$ cat src/rtl/insn_seq_pkg.sv
package insn_seq_pkg;
  localparam int NIB_W  = 4;
  localparam int INSN_W = 3 * NIB_W;
  localparam int ADDR_W = 2 * NIB_W;
  localparam int IDX_W  = 2;

  typedef enum logic [NIB_W-1:0] {
    OP_ALU  = 4'h0,
    OP_RF   = 4'h1,
    OP_WAIT = 4'h2,
    OP_JMP  = 4'h3,
    OP_JT   = 4'h5,
    OP_JF   = 4'h6,
    OP_CMP  = 4'h7,
    OP_HALT = 4'h8,
    OP_LAMP = 4'h9
  } op_e;

  typedef enum logic [1:0] {
    REL_NONE = 2'd0,
    REL_GT   = 2'd1,
    REL_LT   = 2'd2,
    REL_EQ   = 2'd3
  } rel_e;

  typedef struct packed {
    logic             alu_en;
    logic             rf_en;
    logic             is_wait;
    logic             jmp_any;
    logic             jmp_set;
    logic             jmp_clr;
    logic             cmp_wr;
    logic             halt_any;
    logic             halt_rel;
    logic             lamp_sel;
    logic             lamp_on;
    logic             lamp_off;
    logic             lamp_test;
    rel_e             rel;
    logic [IDX_W-1:0] a_idx;
    logic [IDX_W-1:0] b_idx;
  } dec_t;
endpackage

$ cat src/rtl/insn_seq_decode.sv
module insn_seq_decode
  import insn_seq_pkg::*;
(
  input  logic [INSN_W-1:0] insn_i,
  output dec_t              dec_o
);
  logic [NIB_W-1:0] op_nib, mid_nib, low_nib;

  assign op_nib  = insn_i[3*NIB_W-1:2*NIB_W];
  assign mid_nib = insn_i[2*NIB_W-1:NIB_W];
  assign low_nib = insn_i[NIB_W-1:0];

  always_comb begin
    dec_o = '0;
    case (op_e'(op_nib))
      OP_ALU:  dec_o.alu_en = 1'b1;
      OP_RF:   dec_o.rf_en  = 1'b1;
      OP_WAIT: dec_o.is_wait = 1'b1;
      OP_JMP:  dec_o.jmp_any = 1'b1;
      OP_JT:   dec_o.jmp_set = 1'b1;
      OP_JF:   dec_o.jmp_clr = 1'b1;
      OP_CMP: begin
        dec_o.a_idx = mid_nib[IDX_W-1:0];
        dec_o.b_idx = mid_nib[2*IDX_W-1:IDX_W];
        if (low_nib[3:2] == 2'b00 && low_nib[1:0] != 2'b00) begin
          dec_o.cmp_wr = 1'b1;
          dec_o.rel    = rel_e'(low_nib[1:0]);
        end
      end
      OP_HALT: begin
        dec_o.a_idx = low_nib[IDX_W-1:0];
        dec_o.b_idx = low_nib[2*IDX_W-1:IDX_W];
        if (mid_nib == 4'h0) begin
          dec_o.halt_any = 1'b1;
        end else if (mid_nib[3:2] == 2'b00) begin
          dec_o.halt_rel = 1'b1;
          dec_o.rel      = rel_e'(mid_nib[1:0]);
        end
      end
      OP_LAMP: begin
        dec_o.a_idx = mid_nib[IDX_W-1:0];
        case (mid_nib)
          4'h0, 4'h1, 4'h2, 4'h3: dec_o.lamp_sel = 1'b1;
          4'h4: dec_o.lamp_on   = 1'b1;
          4'h5: dec_o.lamp_off  = 1'b1;
          4'h6: dec_o.lamp_test = 1'b1;
          default: ;
        endcase
      end
      default: ;
    endcase
  end
endmodule

$ cat src/rtl/insn_seq_cmp.sv
module insn_seq_cmp
  import insn_seq_pkg::*;
#(
  parameter int DATA_W = 4
) (
  input  logic [DATA_W-1:0] a_i,
  input  logic [DATA_W-1:0] b_i,
  input  rel_e              rel_i,
  output logic              hit_o
);
  always_comb begin
    case (rel_i)
      REL_GT:  hit_o = (a_i > b_i);
      REL_LT:  hit_o = (a_i < b_i);
      REL_EQ:  hit_o = (a_i == b_i);
      default: hit_o = 1'b0;
    endcase
  end
endmodule

$ cat src/rtl/insn_seq_pc.sv
module insn_seq_pc
  import insn_seq_pkg::*;
(
  input  logic              clk,
  input  logic              rst_n,
  input  logic              start_i,
  input  logic              exec_i,
  input  logic              jump_i,
  input  logic [ADDR_W-1:0] tgt_i,
  input  logic              halt_i,
  output logic [ADDR_W-1:0] pc_o,
  output logic              run_o
);
  logic [ADDR_W-1:0] pc_q, pc_nxt;
  logic              run_q, run_nxt;
  logic              upd_en;

  assign upd_en = start_i | exec_i;

  always_comb begin
    pc_nxt  = pc_q;
    run_nxt = run_q;
    if (start_i) begin
      pc_nxt  = '0;
      run_nxt = 1'b1;
    end else if (exec_i) begin
      if (halt_i)      run_nxt = 1'b0;
      else if (jump_i) pc_nxt  = tgt_i;
      else             pc_nxt  = pc_q + ADDR_W'(1);
    end
  end

  always_ff @(posedge clk or negedge rst_n) begin
    if (!rst_n) begin
      pc_q  <= '0;
      run_q <= 1'b0;
    end else if (upd_en) begin
      pc_q  <= pc_nxt;
      run_q <= run_nxt;
    end
  end

  assign pc_o  = pc_q;
  assign run_o = run_q;

  AST_START_ENTERS_RUN: assert property (@(posedge clk) disable iff (!rst_n)
    start_i |=> (pc_q == '0) && run_q);
  AST_IDLE_PC_FROZEN: assert property (@(posedge clk) disable iff (!rst_n)
    (!run_q && !start_i) |=> $stable(pc_q) && !run_q);
  AST_HALT_STOPS: assert property (@(posedge clk) disable iff (!rst_n)
    (exec_i && halt_i && !start_i) |=> !run_q && $stable(pc_q));
endmodule

$ cat src/rtl/insn_seq_lamps.sv
module insn_seq_lamps #(
  parameter int NLAMP  = 4,
  parameter int LIDX_W = $clog2(NLAMP)
) (
  input  logic              clk,
  input  logic              rst_n,
  input  logic              sel_en_i,
  input  logic [LIDX_W-1:0] sel_val_i,
  input  logic              on_en_i,
  input  logic              off_en_i,
  output logic [NLAMP-1:0]  lamps_o,
  output logic              cur_o
);
  logic [LIDX_W-1:0] idx_q;
  logic [NLAMP-1:0]  lamp_q, lamp_nxt;
  logic              lamp_en;

  assign lamp_en = on_en_i | off_en_i;

  for (genvar gi = 0; gi < NLAMP; gi++) begin : g_lamp
    always_comb begin
      lamp_nxt[gi] = lamp_q[gi];
      if (idx_q == LIDX_W'(gi)) begin
        if (on_en_i)       lamp_nxt[gi] = 1'b1;
        else if (off_en_i) lamp_nxt[gi] = 1'b0;
      end
    end
  end

  always_ff @(posedge clk or negedge rst_n) begin
    if (!rst_n)        idx_q <= '0;
    else if (sel_en_i) idx_q <= sel_val_i;
  end

  always_ff @(posedge clk or negedge rst_n) begin
    if (!rst_n)       lamp_q <= '0;
    else if (lamp_en) lamp_q <= lamp_nxt;
  end

  assign lamps_o = lamp_q;
  assign cur_o   = lamp_q[idx_q];

  AST_LAMP_ON: assert property (@(posedge clk) disable iff (!rst_n)
    on_en_i |=> lamp_q[$past(idx_q)]);
  AST_LAMP_OFF: assert property (@(posedge clk) disable iff (!rst_n)
    (off_en_i && !on_en_i) |=> !lamp_q[$past(idx_q)]);
  AST_LAMP_HOLD: assert property (@(posedge clk) disable iff (!rst_n)
    (!on_en_i && !off_en_i) |=> $stable(lamp_q));
endmodule

$ cat src/rtl/insn_sequencer.sv
module insn_sequencer
  import insn_seq_pkg::*;
#(
  parameter int DATA_W = 4,
  parameter int NLAMP  = 4
) (
  input  logic              clk,
  input  logic              rst_n,
  input  logic              start_i,
  output logic [ADDR_W-1:0] imem_addr_o,
  input  logic [INSN_W-1:0] imem_data_i,
  output logic              alu_en_o,
  output logic [NIB_W-1:0]  alu_fn_o,
  output logic              rf_en_o,
  output logic [NIB_W-1:0]  rf_cmd_o,
  output logic [IDX_W-1:0]  rd_a_idx_o,
  input  logic [DATA_W-1:0] rd_a_data_i,
  output logic [IDX_W-1:0]  rd_b_idx_o,
  input  logic [DATA_W-1:0] rd_b_data_i,
  output logic              cond_o,
  output logic              running_o,
  output logic [NLAMP-1:0]  lamps_o
);
  localparam int LIDX_W = $clog2(NLAMP);

  logic [1:0]        rst_sync_q;
  logic              rst_n_int;
  dec_t              dec;
  logic              exec, hit, jump_take, halt_take, lamp_cur;
  logic              flag_q, flag_nxt, flag_en;
  logic [ADDR_W-1:0] pc;

  always_ff @(posedge clk or negedge rst_n) begin
    if (!rst_n) rst_sync_q <= 2'b00;
    else        rst_sync_q <= {rst_sync_q[0], 1'b1};
  end
  assign rst_n_int = rst_sync_q[1];

  insn_seq_decode u_dec (
    .insn_i (imem_data_i),
    .dec_o  (dec)
  );

  assign rd_a_idx_o = dec.a_idx;
  assign rd_b_idx_o = dec.b_idx;

  insn_seq_cmp #(.DATA_W(DATA_W)) u_cmp (
    .a_i   (rd_a_data_i),
    .b_i   (rd_b_data_i),
    .rel_i (dec.rel),
    .hit_o (hit)
  );

  assign exec      = running_o & ~start_i;
  assign jump_take = dec.jmp_any | (dec.jmp_set & flag_q) | (dec.jmp_clr & ~flag_q);
  assign halt_take = dec.halt_any | (dec.halt_rel & hit);

  insn_seq_pc u_pc (
    .clk     (clk),
    .rst_n   (rst_n_int),
    .start_i (start_i),
    .exec_i  (exec),
    .jump_i  (jump_take),
    .tgt_i   (imem_data_i[ADDR_W-1:0]),
    .halt_i  (halt_take),
    .pc_o    (pc),
    .run_o   (running_o)
  );

  insn_seq_lamps #(.NLAMP(NLAMP), .LIDX_W(LIDX_W)) u_lamps (
    .clk       (clk),
    .rst_n     (rst_n_int),
    .sel_en_i  (exec & dec.lamp_sel),
    .sel_val_i (rd_a_data_i[LIDX_W-1:0]),
    .on_en_i   (exec & dec.lamp_on),
    .off_en_i  (exec & dec.lamp_off),
    .lamps_o   (lamps_o),
    .cur_o     (lamp_cur)
  );

  always_comb begin
    flag_en  = 1'b0;
    flag_nxt = flag_q;
    if (exec && dec.cmp_wr) begin
      flag_en  = 1'b1;
      flag_nxt = hit;
    end else if (exec && dec.lamp_test) begin
      flag_en  = 1'b1;
      flag_nxt = lamp_cur;
    end
  end

  always_ff @(posedge clk or negedge rst_n_int) begin
    if (!rst_n_int)   flag_q <= 1'b0;
    else if (flag_en) flag_q <= flag_nxt;
  end

  assign cond_o      = flag_q;
  assign imem_addr_o = pc;
  assign alu_en_o    = exec & dec.alu_en;
  assign alu_fn_o    = imem_data_i[NIB_W-1:0];
  assign rf_en_o     = exec & dec.rf_en;
  assign rf_cmd_o    = imem_data_i[NIB_W-1:0];

  AST_EN_EXCLUSIVE: assert property (@(posedge clk) disable iff (!rst_n_int)
    $onehot0({alu_en_o, rf_en_o}));
  AST_HALTED_QUIET: assert property (@(posedge clk) disable iff (!rst_n_int)
    !running_o |-> (!alu_en_o && !rf_en_o));
  AST_WAIT_STEPS: assert property (@(posedge clk) disable iff (!rst_n_int)
    (exec && dec.is_wait) |=> (pc == $past(pc) + ADDR_W'(1)) && running_o);
  AST_JUMP_LANDS: assert property (@(posedge clk) disable iff (!rst_n_int)
    (exec && jump_take) |=> pc == $past(imem_data_i[ADDR_W-1:0]));
  AST_FLAG_KEPT: assert property (@(posedge clk) disable iff (!rst_n_int)
    !(exec && (dec.cmp_wr || dec.lamp_test)) |=> $stable(cond_o));
endmodule

$ cat config.mk
export PLATFORM = sky130hd
export DESIGN_NAME = insn_sequencer
export DESIGN_NICKNAME = d
export VERILOG_FILES = /design/src/rtl/insn_seq_pkg.sv /design/src/rtl/insn_seq_decode.sv /design/src/rtl/insn_seq_cmp.sv /design/src/rtl/insn_seq_pc.sv /design/src/rtl/insn_seq_lamps.sv /design/src/rtl/insn_sequencer.sv
export SDC_FILE = /design/constraint.sdc
export NUM_CORES = 1
export LEC_CHECK = 0
export BUFFER_PORTS_ARGS = -buffer_cell sky130_fd_sc_hd__buf_4
export CAP_MARGIN = 10
export CORE_MARGIN = 4
export CORE_UTILIZATION = 25
export DETAILED_ROUTE_END_ITERATION = 10
export SYNTH_ARGS = -nofsm -noshare
export SYNTH_HDL_FRONTEND = slang
export SYNTH_HIERARCHICAL = 1
export SYNTH_SLANG_ARGS = --single-unit
$ cat constraint.sdc
create_clock -name clk -period 2.4 [get_ports clk]
set_input_delay 0.48 -clock clk [delete_from_list [all_inputs] [get_ports clk]]
set_output_delay 0.48 -clock clk [all_outputs]
set_load 0.1 [all_outputs]
==> flow_metrics.tcl <==
set metrics [dict create \
    ir_drop_mv 0.185 \
    floorplan.initialDensity_pct 25.8 \
    viasPerCell 4.99 \
    placementRows 28 \
    setup_slack_ns -0.390 \
    max_slew_margin_pct 53.9 \
    die_h_um 86.4 \
    syn2layout_area_growth_pct 52.6 \
    mostFrequentLayoutCell "buf_4" \
    r2r.worst_path.cells 5 \
    root_buffer "clkbuf_8" \
    syn-num-nets 198 \
    vias 1596 \
    gp_congestion 0.815 \
    fin_crit_ns 2.79 \
    num-nets-final 274 \
    core_area_sq_um 5960 \
    antenna_found_initial 0 \
    ys_warn_count 6 \
    maxSlewViolCount 0 \
    grt.total_usage_pct 12.5 \
    outcome "complete, but fails checks" \
    end_kind "flop" \
    final_antenna_net_count 0 \
    grt_max_degree 17 \
    place_worst_setup_slack_ns -0.754 \
    cp_max_fo 3 \
    io_pins 51 \
    stdcell_count 320 \
    crit_family "simple AND/OR/NAND/NOR gates" \
    post-route-period-util_pct 116 \
    post-dp-hpwl_um 3680 \
    grt_pass1_wl_um 7560 \
    cp_cell_sequence "buf_6, or4b_4, nor3_4, a22o_1, nand3b_1, a21o_1, o211ai_2, a21o_1, or4b_1, or4_1, o211ai_1" \
    r2r-start "cond_o$_DFFE_PN0P_" \
    r2r_slack_ns 0.54 \
    die_area_sq_um 7470 \
    dieWidth_um 86.4 \
    final_cell_mix "buf_4 (81), dfrtp_1 (18), nand2_1 (14)" \
    cts_tree "done" \
    start_kind "input port" \
    setup_viol 8 \
    rr_endpoint "u_pc/pc_o[7]$_DFFE_PN0P_" \
    cts.path.max_buffers 2 \
    firstDrtPassIters 5 \
    slowest_stage "or4b_4" \
    layout-drive-gt1-share_pct 47.3 \
    grt-ovfl-total 0 \
    violations "negative setup slack" \
    finalHoldViolCount 0 \
    cts_buffers 3 \
    worst-path-buf-inv 1 \
    hp-class "reg2async" \
    skew_ns 0.00439 \
    synth_area_sq_um 1540 \
    avgSynthCellArea_sq_um 9.05 \
    leakagePower_nw 1.09 \
    cp.arrival_ns 2.96 \
    max_stage_delay_ns 0.55 \
    place.port_buffers 50 \
    fmax_ghz 0.358 \
    fin_util_pct 39.4 \
    num-fill-cells 629 \
    antenna_cells 0 \
    tightest_slew_ns 0.691 \
    totalWireLength_um 4620 \
    clk_latency_ns 0.25 \
    cp.required_ns 2.57 \
    drv_cap 0 \
    drtIter0Drc 74 \
    rsz0062_at_grt "yes" \
    clkTransAtPathRegs_ns 0.07 \
    drc 0 \
    wl_per_cell_um 14.4 \
    path_common_cell "a21o_1" \
    htree_levels 1 \
    power_density_nw_per_um2 423 \
    grt_pass1_vias 1636 \
    clock_sinks 18 \
    place_inst 311 \
    path_class "in2reg" \
    syn_inst 170 \
]
==> final cells by class <==
class | instances | area [sq um] | area share (%)
Clock buffer | 4 | 55.1 | 2.35
Inverter | 8 | 30.0 | 1.28
Multi-Input combinational cell | 127 | 1030 | 43.9
Sequential cell | 18 | 450 | 19.2
Tap cell | 75 | 93.8 | 4.00
Timing Repair Buffer | 88 | 686 | 29.2
==> report_power, final <==
part / switching, mW / total, mW / internal, mW
Clock: 0.107 / 0.252 / 0.146
Sequential: 0.0336 / 0.355 / 0.321
Combinational: 0.251 / 0.385 / 0.134
==> stage by stage <==
step / total power, mW / hold slack [ns] / cell area, sq um / TNS, ns
floorplan: 0.615 / 0.184 / 1580 / -2.19
global placement: 0.728 / 0.263 / 2170 / -4.01
detailed placement: 0.733 / 0.263 / 2170 / -4.32
CTS: 1.00 / 0.321 / 2330 / -1.99
global route: 1.05 / 0.364 / 2350 / -2.38
finish: 0.992 / 0.285 / 2350 / -1.52
==> timing repair <==
item | in CTS | in global routing
buffers inserted | 5 | 2
pin swaps | 14 | 8
setup endpoints to repair | 8 | 9
resized for setup | 15 | 2
hold buffers | 1 | 0
endpoints found under the hold margin | 2 | 0
==> worst max path at each step <==
stage	cells past startpoint	slack, ns	start	end
finish	11	-0.39	imem_data_i[6]	u_pc/pc_o[7]$_DFFE_PN0P_
global route	11	-0.50	imem_data_i[6]	u_pc/pc_o[7]$_DFFE_PN0P_
CTS	11	-0.46	imem_data_i[6]	u_pc/pc_o[7]$_DFFE_PN0P_
detailed placement	11	-0.75	imem_data_i[10]	u_pc/pc_o[7]$_DFFE_PN0P_
global placement	11	-0.69	imem_data_i[10]	u_pc/pc_o[7]$_DFFE_PN0P_
floorplan	10	-0.55	imem_data_i[10]	u_pc/pc_o[7]$_DFFE_PN0P_
==> metal layers <==
layer,GRT usage [%],up-vias,part of all wire (%)
li1,-,780,-
met1,16.2,746,44
met2,20.8,62,47
met3,2.47,8,8.5
met4,3.82,0,1.1
met5,0,-,0
==> state kept, by name (all words and copies together), names as in the netlist <==
register and flops:
rst_sync_q 2, u_lamps/lamps_o 4, cond_o 1, u_lamps/idx_q 2, u_pc/run_o 1, u_pc/pc_o 8
Power figures use the tool's default switching activity.
